File: src/rtl/pio_seq_pkg.sv
package pio_seq_pkg;

    localparam int PHASE_MAX = 16;
    localparam int CNT_W     = $clog2(PHASE_MAX + 1);
    localparam int NIB_W     = 4;
    localparam int BYTE_W    = 2 * NIB_W;
    localparam int SETUP_W   = 2;

    typedef logic [CNT_W-1:0] cnt_t;

    typedef enum logic [2:0] {
        PH_IDLE,
        PH_SETUP,
        PH_STROBE,
        PH_RECOVER,
        PH_FINISH
    } phase_e;

    typedef struct packed {
        phase_e phase;
        cnt_t   remain;
        cnt_t   strobe_len;
        cnt_t   recover_len;
        logic   is_write;
    } seq_state_t;

    function automatic cnt_t active_len(input logic [NIB_W-1:0] code);
        active_len = (code == '0) ? cnt_t'(PHASE_MAX) : cnt_t'(code);
    endfunction

    function automatic cnt_t recover_len(input logic [NIB_W-1:0] code);
        if (code == '0)
            recover_len = cnt_t'(PHASE_MAX);
        else if (code == '1)
            recover_len = cnt_t'(1);
        else
            recover_len = cnt_t'(code) + cnt_t'(1);
    endfunction

    function automatic cnt_t setup_len(input logic [SETUP_W-1:0] code);
        case (code)
            2'b01:   setup_len = cnt_t'(2);
            2'b10:   setup_len = cnt_t'(3);
            2'b00:   setup_len = cnt_t'(4);
            default: setup_len = cnt_t'(5);
        endcase
    endfunction

endpackage

File: src/rtl/pio_timing_unpack.sv
module pio_timing_unpack
    import pio_seq_pkg::*;
(
    input  logic [BYTE_W-1:0] timing_i,
    output cnt_t              strobe_len_o,
    output cnt_t              recover_len_o
);

    always_comb begin
        strobe_len_o  = active_len(timing_i[BYTE_W-1:NIB_W]);
        recover_len_o = recover_len(timing_i[NIB_W-1:0]);
    end

endmodule

File: src/rtl/pio_setup_pick.sv
module pio_setup_pick
    import pio_seq_pkg::*;
#(
    parameter bit PER_DRIVE = 1'b1
) (
    input  logic [SETUP_W-1:0] field_a_i,
    input  logic [SETUP_W-1:0] field_b_i,
    output cnt_t               setup_len_o
);

    cnt_t len_a;

    always_comb len_a = setup_len(field_a_i);

    generate
        if (PER_DRIVE) begin : g_slowest
            cnt_t len_b;
            always_comb begin
                len_b       = setup_len(field_b_i);
                setup_len_o = (len_a > len_b) ? len_a : len_b;
            end
        end else begin : g_shared
            logic unused_field_b;
            always_comb begin
                unused_field_b = ^field_b_i;
                setup_len_o    = len_a;
            end
        end
    endgenerate

endmodule

File: src/rtl/pio_strobe_seq.sv
module pio_strobe_seq
    import pio_seq_pkg::*;
#(
    parameter bit PER_DRIVE_SETUP = 1'b1
) (
    input  logic               clk,
    input  logic               rst_n,
    input  logic               start_i,
    input  logic               write_i,
    input  logic               drive_sel_i,
    input  logic [BYTE_W-1:0]  drv0_timing_i,
    input  logic [BYTE_W-1:0]  drv1_timing_i,
    input  logic [SETUP_W-1:0] setup_a_i,
    input  logic [SETUP_W-1:0] setup_b_i,
    output logic               rd_strobe_o,
    output logic               wr_strobe_o,
    output logic               busy_o,
    output logic               done_o
);

    localparam int N_DRV = 2;

    logic [BYTE_W-1:0] timing_byte [N_DRV];
    cnt_t              drv_strobe  [N_DRV];
    cnt_t              drv_recover [N_DRV];
    cnt_t              setup_cnt;

    always_comb begin
        timing_byte[0] = drv0_timing_i;
        timing_byte[1] = drv1_timing_i;
    end

    generate
        for (genvar g = 0; g < N_DRV; g++) begin : g_drv
            pio_timing_unpack u_unpack (
                .timing_i      (timing_byte[g]),
                .strobe_len_o  (drv_strobe[g]),
                .recover_len_o (drv_recover[g])
            );
        end
    endgenerate

    pio_setup_pick #(.PER_DRIVE(PER_DRIVE_SETUP)) u_setup (
        .field_a_i   (setup_a_i),
        .field_b_i   (setup_b_i),
        .setup_len_o (setup_cnt)
    );

    seq_state_t st_d, st_q;

    always_comb begin
        st_d = st_q;
        unique case (st_q.phase)
            PH_IDLE: begin
                if (start_i) begin
                    st_d.phase       = PH_SETUP;
                    st_d.remain      = setup_cnt - cnt_t'(1);
                    st_d.strobe_len  = drv_strobe[drive_sel_i];
                    st_d.recover_len = drv_recover[drive_sel_i];
                    st_d.is_write    = write_i;
                end
            end
            PH_SETUP: begin
                if (st_q.remain == '0) begin
                    st_d.phase  = PH_STROBE;
                    st_d.remain = st_q.strobe_len - cnt_t'(1);
                end else begin
                    st_d.remain = st_q.remain - cnt_t'(1);
                end
            end
            PH_STROBE: begin
                if (st_q.remain == '0) begin
                    st_d.phase  = PH_RECOVER;
                    st_d.remain = st_q.recover_len - cnt_t'(1);
                end else begin
                    st_d.remain = st_q.remain - cnt_t'(1);
                end
            end
            PH_RECOVER: begin
                if (st_q.remain == '0) st_d.phase = PH_FINISH;
                else                   st_d.remain = st_q.remain - cnt_t'(1);
            end
            PH_FINISH: st_d.phase = PH_IDLE;
            default:   st_d.phase = PH_IDLE;
        endcase
    end

    always_ff @(posedge clk) begin
        if (!rst_n) begin
            st_q <= '{phase: PH_IDLE, remain: '0, strobe_len: '0,
                      recover_len: '0, is_write: 1'b0};
        end else begin
            st_q <= st_d;
        end
    end

    always_comb begin
        busy_o      = (st_q.phase != PH_IDLE);
        done_o      = (st_q.phase == PH_FINISH);
        rd_strobe_o = (st_q.phase == PH_STROBE) && !st_q.is_write;
        wr_strobe_o = (st_q.phase == PH_STROBE) &&  st_q.is_write;
    end


    reset_idle_chk: assert property (@(posedge clk)
        !rst_n |=> (!busy_o && !done_o && !rd_strobe_o && !wr_strobe_o));


    strobe_excl_chk: assert property (@(posedge clk) disable iff (!rst_n)
        !(rd_strobe_o && wr_strobe_o));


    strobe_in_cycle_chk: assert property (@(posedge clk) disable iff (!rst_n)
        (rd_strobe_o || wr_strobe_o) |-> (busy_o && !done_o));


    done_single_chk: assert property (@(posedge clk) disable iff (!rst_n)
        done_o |=> (!done_o && !busy_o));


    done_in_busy_chk: assert property (@(posedge clk) disable iff (!rst_n)
        done_o |-> busy_o);


    busy_hold_chk: assert property (@(posedge clk) disable iff (!rst_n)
        (busy_o && !done_o) |=> busy_o);


    strobe_dir_stable_chk: assert property (@(posedge clk) disable iff (!rst_n)
        (rd_strobe_o || wr_strobe_o) |=> $stable(wr_strobe_o) || !(rd_strobe_o || wr_strobe_o));

endmodule

File: config.mk
export PLATFORM = sky130hd
export DESIGN_NAME = pio_strobe_seq
export DESIGN_NICKNAME = d
export VERILOG_FILES = /design/src/rtl/pio_seq_pkg.sv /design/src/rtl/pio_timing_unpack.sv /design/src/rtl/pio_setup_pick.sv /design/src/rtl/pio_strobe_seq.sv
export SDC_FILE = /design/constraint.sdc
export NUM_CORES = 1
export LEC_CHECK = 0
export BUFFER_PORTS_ARGS = -buffer_cell sky130_fd_sc_hd__buf_2
export CORE_UTILIZATION = 53
export DETAILED_ROUTE_END_ITERATION = 7
export PLACE_DENSITY = 0.76
export SETUP_SLACK_MARGIN = 0.05
export SLEW_MARGIN = 40
export SYNTH_ARGS = -nofsm -noshare
export SYNTH_HDL_FRONTEND = slang
export SYNTH_SLANG_ARGS = --single-unit
File: constraint.sdc
create_clock -name clk -period 4.56 [get_ports clk]
set_clock_uncertainty 0.2 [all_clocks]
set_input_delay 0.228 -clock clk [delete_from_list [all_inputs] [get_ports clk]]
set_output_delay 0.228 -clock clk [all_outputs]
set_load 0.02 [all_outputs]
==> results.tsv, run 1 <==
stage	metric	value	unit
layout	Inserted Diodes	0	
worst_setup_path	Most common cell on crit path	ha_1	
placement	dpl ws	1840	ps
status	status	finished clean	
global_routing	vias in the first global route	1584	
global_routing	first-pass GRT wire length	6800	µm
timing	RSZ-0062 raised after global routing	no	
layout	FILL cells	322	
layout	Design Area, Final	1910	µm²
layout	Top Registers	st_q x19	
worst_setup_path	critical path class	in -> reg	
placement	post-DP HPWL	2930	µm
layout	area grow syn2layout	10.3	%
detailed_routing	ANT nets after route	0	
timing	Hold Slack	74.7	ps
detailed_routing	drt total wl	3800	µm
yosys	EDFF count, synth	0	
timing	Final Hold Fails	0	
worst_setup_path	CP Launch Type	primary input	
detailed_routing	Iteration-0 DRC Markers	77	
timing	final setup TNS	0	ps
power	maximum vdd drop	0.248	mV
timing	worst slew pin tran	651	ps
yosys	Gate Count Post-Synth	224	
floorplanning	die width	59.2	µm
yosys	prevailing post-synth register cell	dfxtp_1	
worst_setup_path	required time of the critical path	4560	ps
clocking	H-tree depth	1	
placement	I/O Buffers	28	
yosys	synthesized area	1730	µm²
global_routing	Overflow after GRT	0	
power	LEAKAGE	0.891	nW
layout	max FFs per register	19	
timing	Slew Limit Fails	0	
layout	Finished Layout Cells	291	
detailed_routing	1st-pass router iterations	4	
yosys	#FFs+latches synth	19	
worst_setup_path	worst-path fanout max	5	
worst_setup_path	CP Cell Sequence	buf_2, inv_1, ha_1, inv_1, ha_1, nand3_1, a21boi_1, o21ai_0, ha_1, ha_1, o32ai_2, nor2_1, a21oi_1	
clocking	clock buffer depth	2	
placement	Post-Place Cells	286	
clocking	Root Driver	clkbuf_4	
worst_setup_path	endpoint type of the worst setup path	register	
yosys	ys async rst share	0	
yosys	Mapped Avg Cell Area	7.74	µm²
worst_setup_path	CP Data Arrival Time	2380	ps
yosys	Netlist cell types	48	
min_path	worst hold path type	in -> reg	
timing	Max-slew headroom	0.565	
job	max-cap violation count	0	
floorplanning	Die Height	59.2	µm
timing	post-route setup slack	2180	ps
clocking	Clock Latency Late Sink	320	ps
timing	min cycle time layout	2380	ps
worst_setup_path	CP Buf/Inv Count	3	
floorplanning	Ports	29	
yosys	syn nets	266	
clocking	CTS tree	done	
detailed_routing	routed vias	1659	
floorplanning	Initial Utilization	0.563	
global_routing	GRT Total Usage	0.257	
floorplanning	num rows	20	
clocking	# clock sinks	19	
global_routing	largest net degree at the start of global routing	22	
layout	Post-Route Utilization	0.621	
layout	most common cell after layout, fill and taps aside	buf_2	
floorplanning	CORE AREA	3080	µm²
worst_setup_path	CP max stage cell	ha_1	
layout	share of cells above drive strength 1	0.162	
clocking	Worst-path clk slew	120	ps
global_routing	initial antenna violation count	0	
detailed_routing	Vias/cell	5.70	
detailed_routing	wire per inst	13.1	µm
floorplanning	Die Area	3500	µm²
timing	final setup violation count	0	
layout	Top reg by flops	st_q	
layout	nets	290	
placement	RD Place Congestion	0.857	
yosys	warnings from Yosys	0	
clocking	Num CTS Buffers	3	
power	final total power	959	µW
power	Pwr Density	501	nW/µm²
clocking	post-cts gate resize count	0	
yosys	Seq/Total Area, Yosys	0.219	
worst_setup_path	Max stage delay on crit path	340	ps
layout	most frequent cells in the layout	buf_2, nand2_1, nor2_1, dfxtp_1, inv_1	
detailed_routing	drt drc	0	
placement	dpl cell area	1870	µm²
timing	Final period util	0.521	
worst_setup_path	cell family with most CP delay	adder cells	
timing	fmax	421	MHz
cells by family after synthesis:
logic type      synth area share
flops                      0.219
simple gates               0.254
compound gates             0.249
fa+ha+maj                  0.123
mux                       0.0404
xor+xnor                  0.0404
buf+inv                   0.0736
worst min-delay path, cell delays in order:
cell and delay (ps):
buf_2 90, mux2i_1 60, nand2_1 60, o211a_1 130
layer usage:
layer	track usage	up-vias	routed length (µm)	part of all wire
li1	-	856	-	-
met1	0.296	750	1700	0.45
met2	0.454	42	1830	0.48
met3	0.0459	11	173	0.046
met4	0.122	0	95	0.025
met5	0	-	0	0
where the power goes:
part / leakage [nW] / switching, mW / internal, mW / total [mW]
Sequential: 0.157 / 0.0867 / 0.213 / 0.300
Combinational: 0.716 / 0.310 / 0.256 / 0.566
Clock: 0.0177 / 0.0599 / 0.0329 / 0.0928
what timing repair did:
action	CTS	global route
setup buffers	0	0
hold endpoints to repair	1	0
hold buffers	1	0
endpoints found under the setup margin	0	0
synth_stat cells, types with 3 or more instances:
cell type / instances / area [µm²]
o211a_1: 5 / 50.1
nor3_1: 4 / 20.0
nand2b_1: 3 / 18.8
mux2i_1: 7 / 70.1
dfxtp_1: 19 / 380
clkbuf_1: 4 / 15.0
a21boi_1: 5 / 37.5
xnor2_1: 3 / 26.3
ha_1: 17 / 213
inv_1: 18 / 67.6
o211ai_1: 4 / 30.0
nand2_1: 23 / 86.3
a31oi_1: 4 / 25.0
o21ai_1: 4 / 20.0
a21oi_1: 14 / 70.1
nor2_1: 20 / 75.1
buf_2: 3 / 15.0
o21ai_0: 9 / 45.0
nor3b_1: 6 / 45.0
a221oi_1: 3 / 26.3
xor2_1: 5 / 43.8
nor4_1: 4 / 25.0
nand3_1: 6 / 30.0
final cells by class:
| cell class | count | area (µm²) | share of cell area |
|---|---|---|---|
| Tap cell | 44 | 55.1 | 0.0288 |
| Clock buffer | 3 | 22.5 | 0.0118 |
| Inverter | 19 | 71.3 | 0.0373 |
| Multi-Input combinational cell | 176 | 1230 | 0.642 |
| Sequential cell | 19 | 380 | 0.199 |
| Timing Repair Buffer | 29 | 150 | 0.0785 |
| Clock inverter | 1 | 5.00 | 0.00262 |
path summary, 6_finish.rpt:
check / start / endpoint / slack [ps] / cells after the start
hold reg to reg: st_q[5]$_SDFFE_PN0P_ / st_q[5]$_SDFFE_PN0P_ / 280 / 2
hold / removal: drv1_timing_i[7] / st_q[9]$_SDFFE_PN0P_ / 70 / 4
setup reg to reg: st_q[16]$_SDFFE_PN0P_ / st_q[4]$_SDFFE_PN0P_ / 2430 / 5
setup / recovery: setup_a_i[0] / st_q[13]$_SDFFE_PN0P_ / 2180 / 13
Power figures use the tool's default switching activity.
==> run 2: changes to the inputs <==
Settings changed: ABC_AREA set to 1, CORE_UTILIZATION 53 to 51.
Clock period 4.56 ns to 2.1 ns, I/O delays scaled along.
==> results.tsv, run 2 <==
stage	metric	value	unit	change
clocking	Clock Latency Late Sink	300	ps	-20 ps
yosys	Seq/Total Area, Yosys	0.216		-0.00374
layout	most common cell after layout, fill and taps aside	nand2_1		
worst_setup_path	CP max stage cell	dlygate4sd3_1		
power	switching power	1.12	mW	+150%
worst_setup_path	CP Cell Sequence	nor2_4, nand2_4, nor2_8, o21ai_1, a21oi_1, dlygate4sd3_1		
layout	most frequent cells in the layout	nand2_1, inv_1, buf_2, nor2_1, nand3_1		
worst_setup_path	CP Launch Type	register		
yosys	#FFs+latches synth	19		unchanged
placement	post-DP HPWL	2960	µm	+1.3%
worst_setup_path	CP Buf/Inv Count	1		-2
floorplanning	Initial Utilization	0.559		-0.00388
worst_setup_path	worst-path fanout max	16		+11
global_routing	M1 GR Usage	0.310		+0.0135
layout	max FFs per register	19		unchanged
timing	Final Hold Fails	0		unchanged
power	Sw Ratio	0.498		+0.0222
timing	final setup violation count	0		unchanged
job	max-cap violation count	0		unchanged
timing	worst slew pin tran	368	ps	-283 ps
floorplanning	CORE AREA	3150	µm²	+2.4%
yosys	Gate Count Post-Synth	273		+22%
global_routing	first-pass GRT wire length	6760	µm	-0.71%
yosys	ys async rst share	0		unchanged
yosys	synthesized area	1760	µm²	+1.7%
floorplanning	Die Height	60.8	µm	+2.7%
worst_setup_path	cell family with most CP delay	buffers and inverters		
floorplanning	num rows	20		unchanged
layout	Design Area, Final	2210	µm²	+16%
yosys	cell taking the most area after synthesis	dfxtp_1		
placement	I/O Buffers	28		unchanged
global_routing	met3 GRT Util	0.0192		-0.0267
global_routing	Overflow after GRT	0		unchanged
placement	RD Place Congestion	0.811		-5.4%
yosys	top cell type's share of synthesized area	0.216		-0.00374
status	status	finished clean		
placement	dpl cell area	2050	µm²	+9.3%
yosys	commonest cells in the netlist	nand2_1, inv_1, nor2_1, nand3_1		
global_routing	grt peak-use layer	met2		
power	maximum vdd drop	0.425	mV	+72%
timing	Max-slew headroom	0.754		+0.189
layout	nets	365		+26%
power	design internal power	1.13	mW	+120%
timing	Final period util	0.909		
worst_setup_path	Max stage delay on crit path	550	ps	+210 ps
yosys	prevailing post-synth register cell	dfxtp_1		
global_routing	met2 GRT Util	0.416		-0.0382
timing	fmax	524	MHz	
power	Clock power frac	0.086		-0.011
detailed_routing	wire per inst	10.8	µm	-18%
timing	final setup TNS	0	ps	unchanged
worst_setup_path	CP Data Arrival Time	1960	ps	-420 ps
clocking	Root Driver	clkbuf_4		
timing	Slew Limit Fails	0		unchanged
timing	min cycle time layout	1910	ps	
global_routing	largest net degree at the start of global routing	17		-23%
clocking	# clock sinks	19		unchanged
power	combinational power share	0.654		+0.064
worst_setup_path	critical path class	reg -> reg		
min_path	worst hold path type	in -> reg		
floorplanning	die width	60.8	µm	+2.7%
layout	Top Registers	st_q x19		
global_routing	initial antenna violation count	0		unchanged
global_routing	GRT Total Usage	0.238		-0.0186
clocking	Worst-path clk slew	120	ps	about the same
yosys	top post-synthesis cells by area	dfxtp_1, ha_1, nand2_1		
clocking	Num CTS Buffers	3		unchanged
global_routing	vias in the first global route	1660		+4.8%
worst_setup_path	endpoint type of the worst setup path	register		
layout	Top reg by flops	st_q		
layout	area grow syn2layout	25.3	%	
placement	dpl ws	-192	ps	-2030 ps
power	Pwr Density	1020	nW/µm²	+100%
detailed_routing	drt total wl	3940	µm	+3.6%
layout	share of cells above drive strength 1	0.248		+0.0865
clocking	clock buffer depth	2		unchanged
yosys	Netlist cell types	31		-35%
layout	Inserted Diodes	0		unchanged
yosys	warnings from Yosys	0		unchanged
timing	Hold Slack	12.4	ps	-62.3 ps
clocking	H-tree depth	1		unchanged
timing	post-route setup slack	191	ps	-1990 ps
clocking	CTS tree	done		
floorplanning	Ports	29		unchanged
detailed_routing	Iteration-0 DRC Markers	92		+19%
floorplanning	Die Area	3700	µm²	+5.5%
yosys	syn nets	315		+18%
yosys	EDFF count, synth	0		unchanged
worst_setup_path	required time of the critical path	2150	ps	-2410 ps
detailed_routing	1st-pass router iterations	5		+1
detailed_routing	ANT nets after route	0		unchanged
detailed_routing	drt drc	0		unchanged
yosys	count leader, synth	nand2_1		
timing	RSZ-0062 raised after global routing	yes		
detailed_routing	routed vias	1847		+11%
power	LEAKAGE	1.15	nW	+29%
detailed_routing	Vias/cell	5.05		-11%
power	sequential share of power	0.260		-0.053
yosys	Mapped Avg Cell Area	6.46	µm²	-17%
run 2: cell types whose count changed in the layout (fill, tap and decap cells not counted), sizes merged, moves of 11 or more:
cell         change
nand3           +17
inv             +35
nand2           +35
dlygate4sd3     +11
o21ai           +12
nor2            +12
run 2: worst paths after layout:
path                                            start                   end  slack, ps  cells past startpoint
worst min-delay path                 drv1_timing_i[0]  st_q[1]$_SDFFE_PN0P_         10                      6
worst min register to register   st_q[0]$_SDFFE_PN0P_  st_q[0]$_SDFFE_PN0P_        290                      2
worst max register to register  st_q[16]$_SDFFE_PN0P_  st_q[9]$_SDFFE_PN0P_        190                      6
worst max-delay path            st_q[16]$_SDFFE_PN0P_  st_q[9]$_SDFFE_PN0P_        190                      6
run 2: area by class of cell:
type / count / area, µm²
inverters: 54 / 208
flip-flops and latches: 19 / 380
clock inverters: 1 / 5.00
repair buffers: 48 / 320
fillers: 280 / 943
clock buffers: 3 / 22.5
well taps: 44 / 55.1
multi-input cells: 197 / 1220
run 2: what timing repair did:
| action | in CTS | in global routing |
|---|---|---|
| endpoints found under the hold margin | 14 | 0 |
| setup buffers | 0 | 1 |
| gates resized for setup | 0 | 3 |
| setup endpoints to repair | 0 | 3 |
| hold buffers | 12 | 0 |
run 2: cell families (layout without fill, tap and decap cells):
logic type,Yosys count,after routing,synth area share
simple gates,120,120,0.328
buf+inv,57,106,0.131
compound gates,54,54,0.175
flops,19,19,0.216
fa+ha+maj,17,17,0.121
xor+xnor,6,6,0.0298
run 2: tightest hold or removal path, stage by stage:
cell and delay (ps):
buf_2 120, nand2_1 60, nand2_1 50, nand2_1 50, o21ai_1 60, inv_1 40
run 2: stage by stage:
step	power, mW	util	instances
6_report	2.24	0.701	366
5_1_grt	2.50	0.701	366
4_1_cts	2.21	0.696	365
3_5_place_dp	2.00	0.650	349
3_3_place_gp	1.98	0.650	349
2_1_floorplan	1.71	-	273
run 2: routing by layer:
metal  wire length [µm]  vias to the layer above  share of wire
li1                   -                      982              -
met1               1790                      808           0.46
met2               1970                       51           0.50
met3                148                        6          0.038
met4                 26                        0         0.0066
met5                  0                        -              0
run 2: power by group through the flow:
| stage | registers [mW] | clock network (mW) | logic, mW |
|---|---|---|---|
| after CTS | 0.582 | 0.195 | 1.43 |
| after detailed placement | 0.590 | 0 | 1.40 |
| after floorplan | 0.566 | 0 | 1.14 |
| final | 0.583 | 0.193 | 1.47 |
| after global placement | 0.590 | 0 | 1.39 |
| after global routing | 0.602 | 0.213 | 1.68 |
==> run 3: changes to the inputs <==
Settings changed: CAP_MARGIN set to 5, HOLD_SLACK_MARGIN set to 0.05.
==> results.tsv, run 3 (synthesis results as in run 2) <==
stage	metric	value	unit	change
status	status	finished clean		
clocking	# clock sinks	19		unchanged
power	LEAKAGE	1.18	nW	+2.7%
power	maximum vdd drop	0.424	mV	-0.25%
timing	Final period util	0.905		-0.00355
worst_setup_path	CP Launch Type	primary input		
worst_setup_path	worst-case reg-to-reg path depth	9		+3
placement	dpl cell area	2050	µm²	unchanged
clocking	Setup Fix Bufs, Post-CTS	0		unchanged
placement	I/O Buffers	28		unchanged
worst_setup_path	CP max stage cell	ha_4		
timing	Hold Slack	69.4	ps	+57.0 ps
global_routing	vias in the first global route	1746		+5.2%
worst_setup_path	Reg2Reg Setup Slack	320	ps	+130 ps
worst_setup_path	Most common cell on crit path	nand2_1		
detailed_routing	drt drc	0		unchanged
layout	Post-Route Utilization	0.724		+0.0230
min_path	Hold EP	st_q[1]$_SDFFE_PN0P_		
timing	Final Hold Fails	0		unchanged
layout	max FFs per register	19		unchanged
global_routing	initial antenna violation count	0		unchanged
clocking	Root Driver	clkbuf_4		
power	Pwr Density	979	nW/µm²	-3.6%
floorplanning	Initial Utilization	0.559		unchanged
placement	RD Place Congestion	0.811		unchanged
floorplanning	Die Area	3700	µm²	unchanged
timing	final setup violation count	0		unchanged
min_path	hold path cells	5		-1
layout	Inserted Diodes	0		unchanged
floorplanning	die width	60.8	µm	unchanged
detailed_routing	Iteration-0 DRC Markers	108		+17%
layout	Top reg by flops	st_q		
floorplanning	Ports	29		unchanged
worst_setup_path	Max stage delay on crit path	280	ps	-270 ps
worst_setup_path	critical path class	in -> reg		
floorplanning	CORE AREA	3150	µm²	unchanged
layout	most frequent cells in the layout	nand2_1, inv_1, buf_2, nor2_1		
timing	worst slew pin tran	373	ps	+4.93 ps
layout	share of cells above drive strength 1	0.240		-0.00833
worst_setup_path	required time of the critical path	2100	ps	-50 ps
global_routing	GRT Total Usage	0.250		+0.0119
layout	most common cell after layout, fill and taps aside	nand2_1		
layout	area grow syn2layout	29.5	%	
timing	fmax	526	MHz	+0.39%
timing	Slew Limit Fails	0		unchanged
floorplanning	Die Height	60.8	µm	unchanged
clocking	CTS tree	done		
clocking	clock buffer depth	2		unchanged
layout	Top Registers	st_q x19		
layout	nets	372		+1.9%
detailed_routing	routed vias	1860		+0.70%
detailed_routing	wire per inst	10.8	µm	+0.84%
worst_setup_path	CP Cell Sequence	buf_2, inv_1, ha_4, inv_2, ha_1, nand3_1, nand2_2, nand2_2, nand2_1, nand2_1, ha_2, ha_4, nand2_1, o21ai_2, nor3_1, nor2_1		
min_path	worst hold path type	in -> reg		
clocking	Clock Latency Late Sink	300	ps	about the same
job	max-cap violation count	0		unchanged
detailed_routing	Vias/cell	4.99		-1.2%
worst_setup_path	CP Data Arrival Time	1910	ps	-50 ps
global_routing	largest net degree at the start of global routing	17		unchanged
worst_setup_path	Worst R2R End	st_q[15]$_SDFFE_PN0P_		
detailed_routing	1st-pass router iterations	5		unchanged
worst_setup_path	endpoint type of the worst setup path	register		
timing	RSZ-0062 raised after global routing	no		
global_routing	Overflow after GRT	0		unchanged
clocking	Worst-path clk slew	120	ps	about the same
timing	min cycle time layout	1900	ps	-7.46 ps
floorplanning	num rows	20		unchanged
placement	post-DP HPWL	2960	µm	unchanged
clocking	Num CTS Buffers	3		unchanged
clocking	H-tree depth	1		unchanged
global_routing	first-pass GRT wire length	7070	µm	+4.7%
worst_setup_path	worst-path fanout max	3		-13
layout	Design Area, Final	2280	µm²	+3.3%
timing	Max-slew headroom	0.751		-0.00329
detailed_routing	drt total wl	4050	µm	+2.8%
worst_setup_path	r2r startpoint	st_q[12]$_SDFFE_PN0P_		
min_path	HP Start	drv0_timing_i[3]		
detailed_routing	ANT nets after route	0		unchanged
[run 3: cell count changes in the layout (fill, tap and decap cells not counted)]
cell | previous run | this run
dlygate4sd3_1 | 12 | 20
buf_4 | 8 | 7
[run 3: what timing repair did]
action	4_1_cts	5_1_grt
hold buffers	21	0
hold endpoints to repair	16	0
endpoints found under the setup margin	0	3
gates resized for setup	0	3
[run 3: area by class of cell]
| class | instances | area [µm²] |
|---|---|---|
| timing repair buffer | 55 | 393 |
| clock buffer | 3 | 22.5 |
| tap | 44 | 55.1 |
| sequential | 19 | 380 |
| clock inverter | 1 | 5.00 |
| inverter | 54 | 208 |
| fill | 263 | 871 |
| multi-input combinational | 197 | 1220 |
[run 3: stage by stage]
stage	worst slack (ps)	instances	TNS [ps]	power, mW
floorplan	42.8	273	0	1.71
global placement	-142	349	-295	1.98
detailed placement	-192	349	-424	2.00
CTS	96.5	374	0	2.22
global route	45.7	373	0	2.50
finish	198	373	0	2.24
[run 3: report_power, final]
part / internal, mW / switching, mW / total, mW
Sequential: 0.471 / 0.113 / 0.584
Combinational: 0.576 / 0.884 / 1.46
Clock: 0.0709 / 0.120 / 0.191
Total: 1.12 / 1.12 / 2.24
[run 3: layer usage]
layer | routed length, µm | global-route usage
met2 | 1990 | 0.436
met3 | 111 | 0.0235
met5 | 0 | 0
met4 | 92 | 0.107
met1 | 1850 | 0.314
[run 3: worst max path at each step]
stage                           startpoint               endpoint  slack, ps  cells after the start
after floorplan               setup_a_i[0]  st_q[15]$_SDFFE_PN0P_         40                     14
after global placement        setup_b_i[1]  st_q[15]$_SDFFE_PN0P_       -140                     14
after detailed placement      setup_a_i[0]  st_q[15]$_SDFFE_PN0P_       -190                     15
after global routing          setup_b_i[1]  st_q[15]$_SDFFE_PN0P_         50                     15
final                         setup_a_i[0]  st_q[15]$_SDFFE_PN0P_        200                     16
after CTS                 drv0_timing_i[0]   st_q[1]$_SDFFE_PN0P_        100                     12
[run 3: worst max-delay path, delay by kind of cell]
| family | cells | cell delay, ps |
|---|---|---|
| and+or+nand+nor | 8 | 650 |
| adders and majority gates | 4 | 910 |
| AOI/OAI and AO/OA | 1 | 60 |
| buffers and inverters | 3 | 190 |
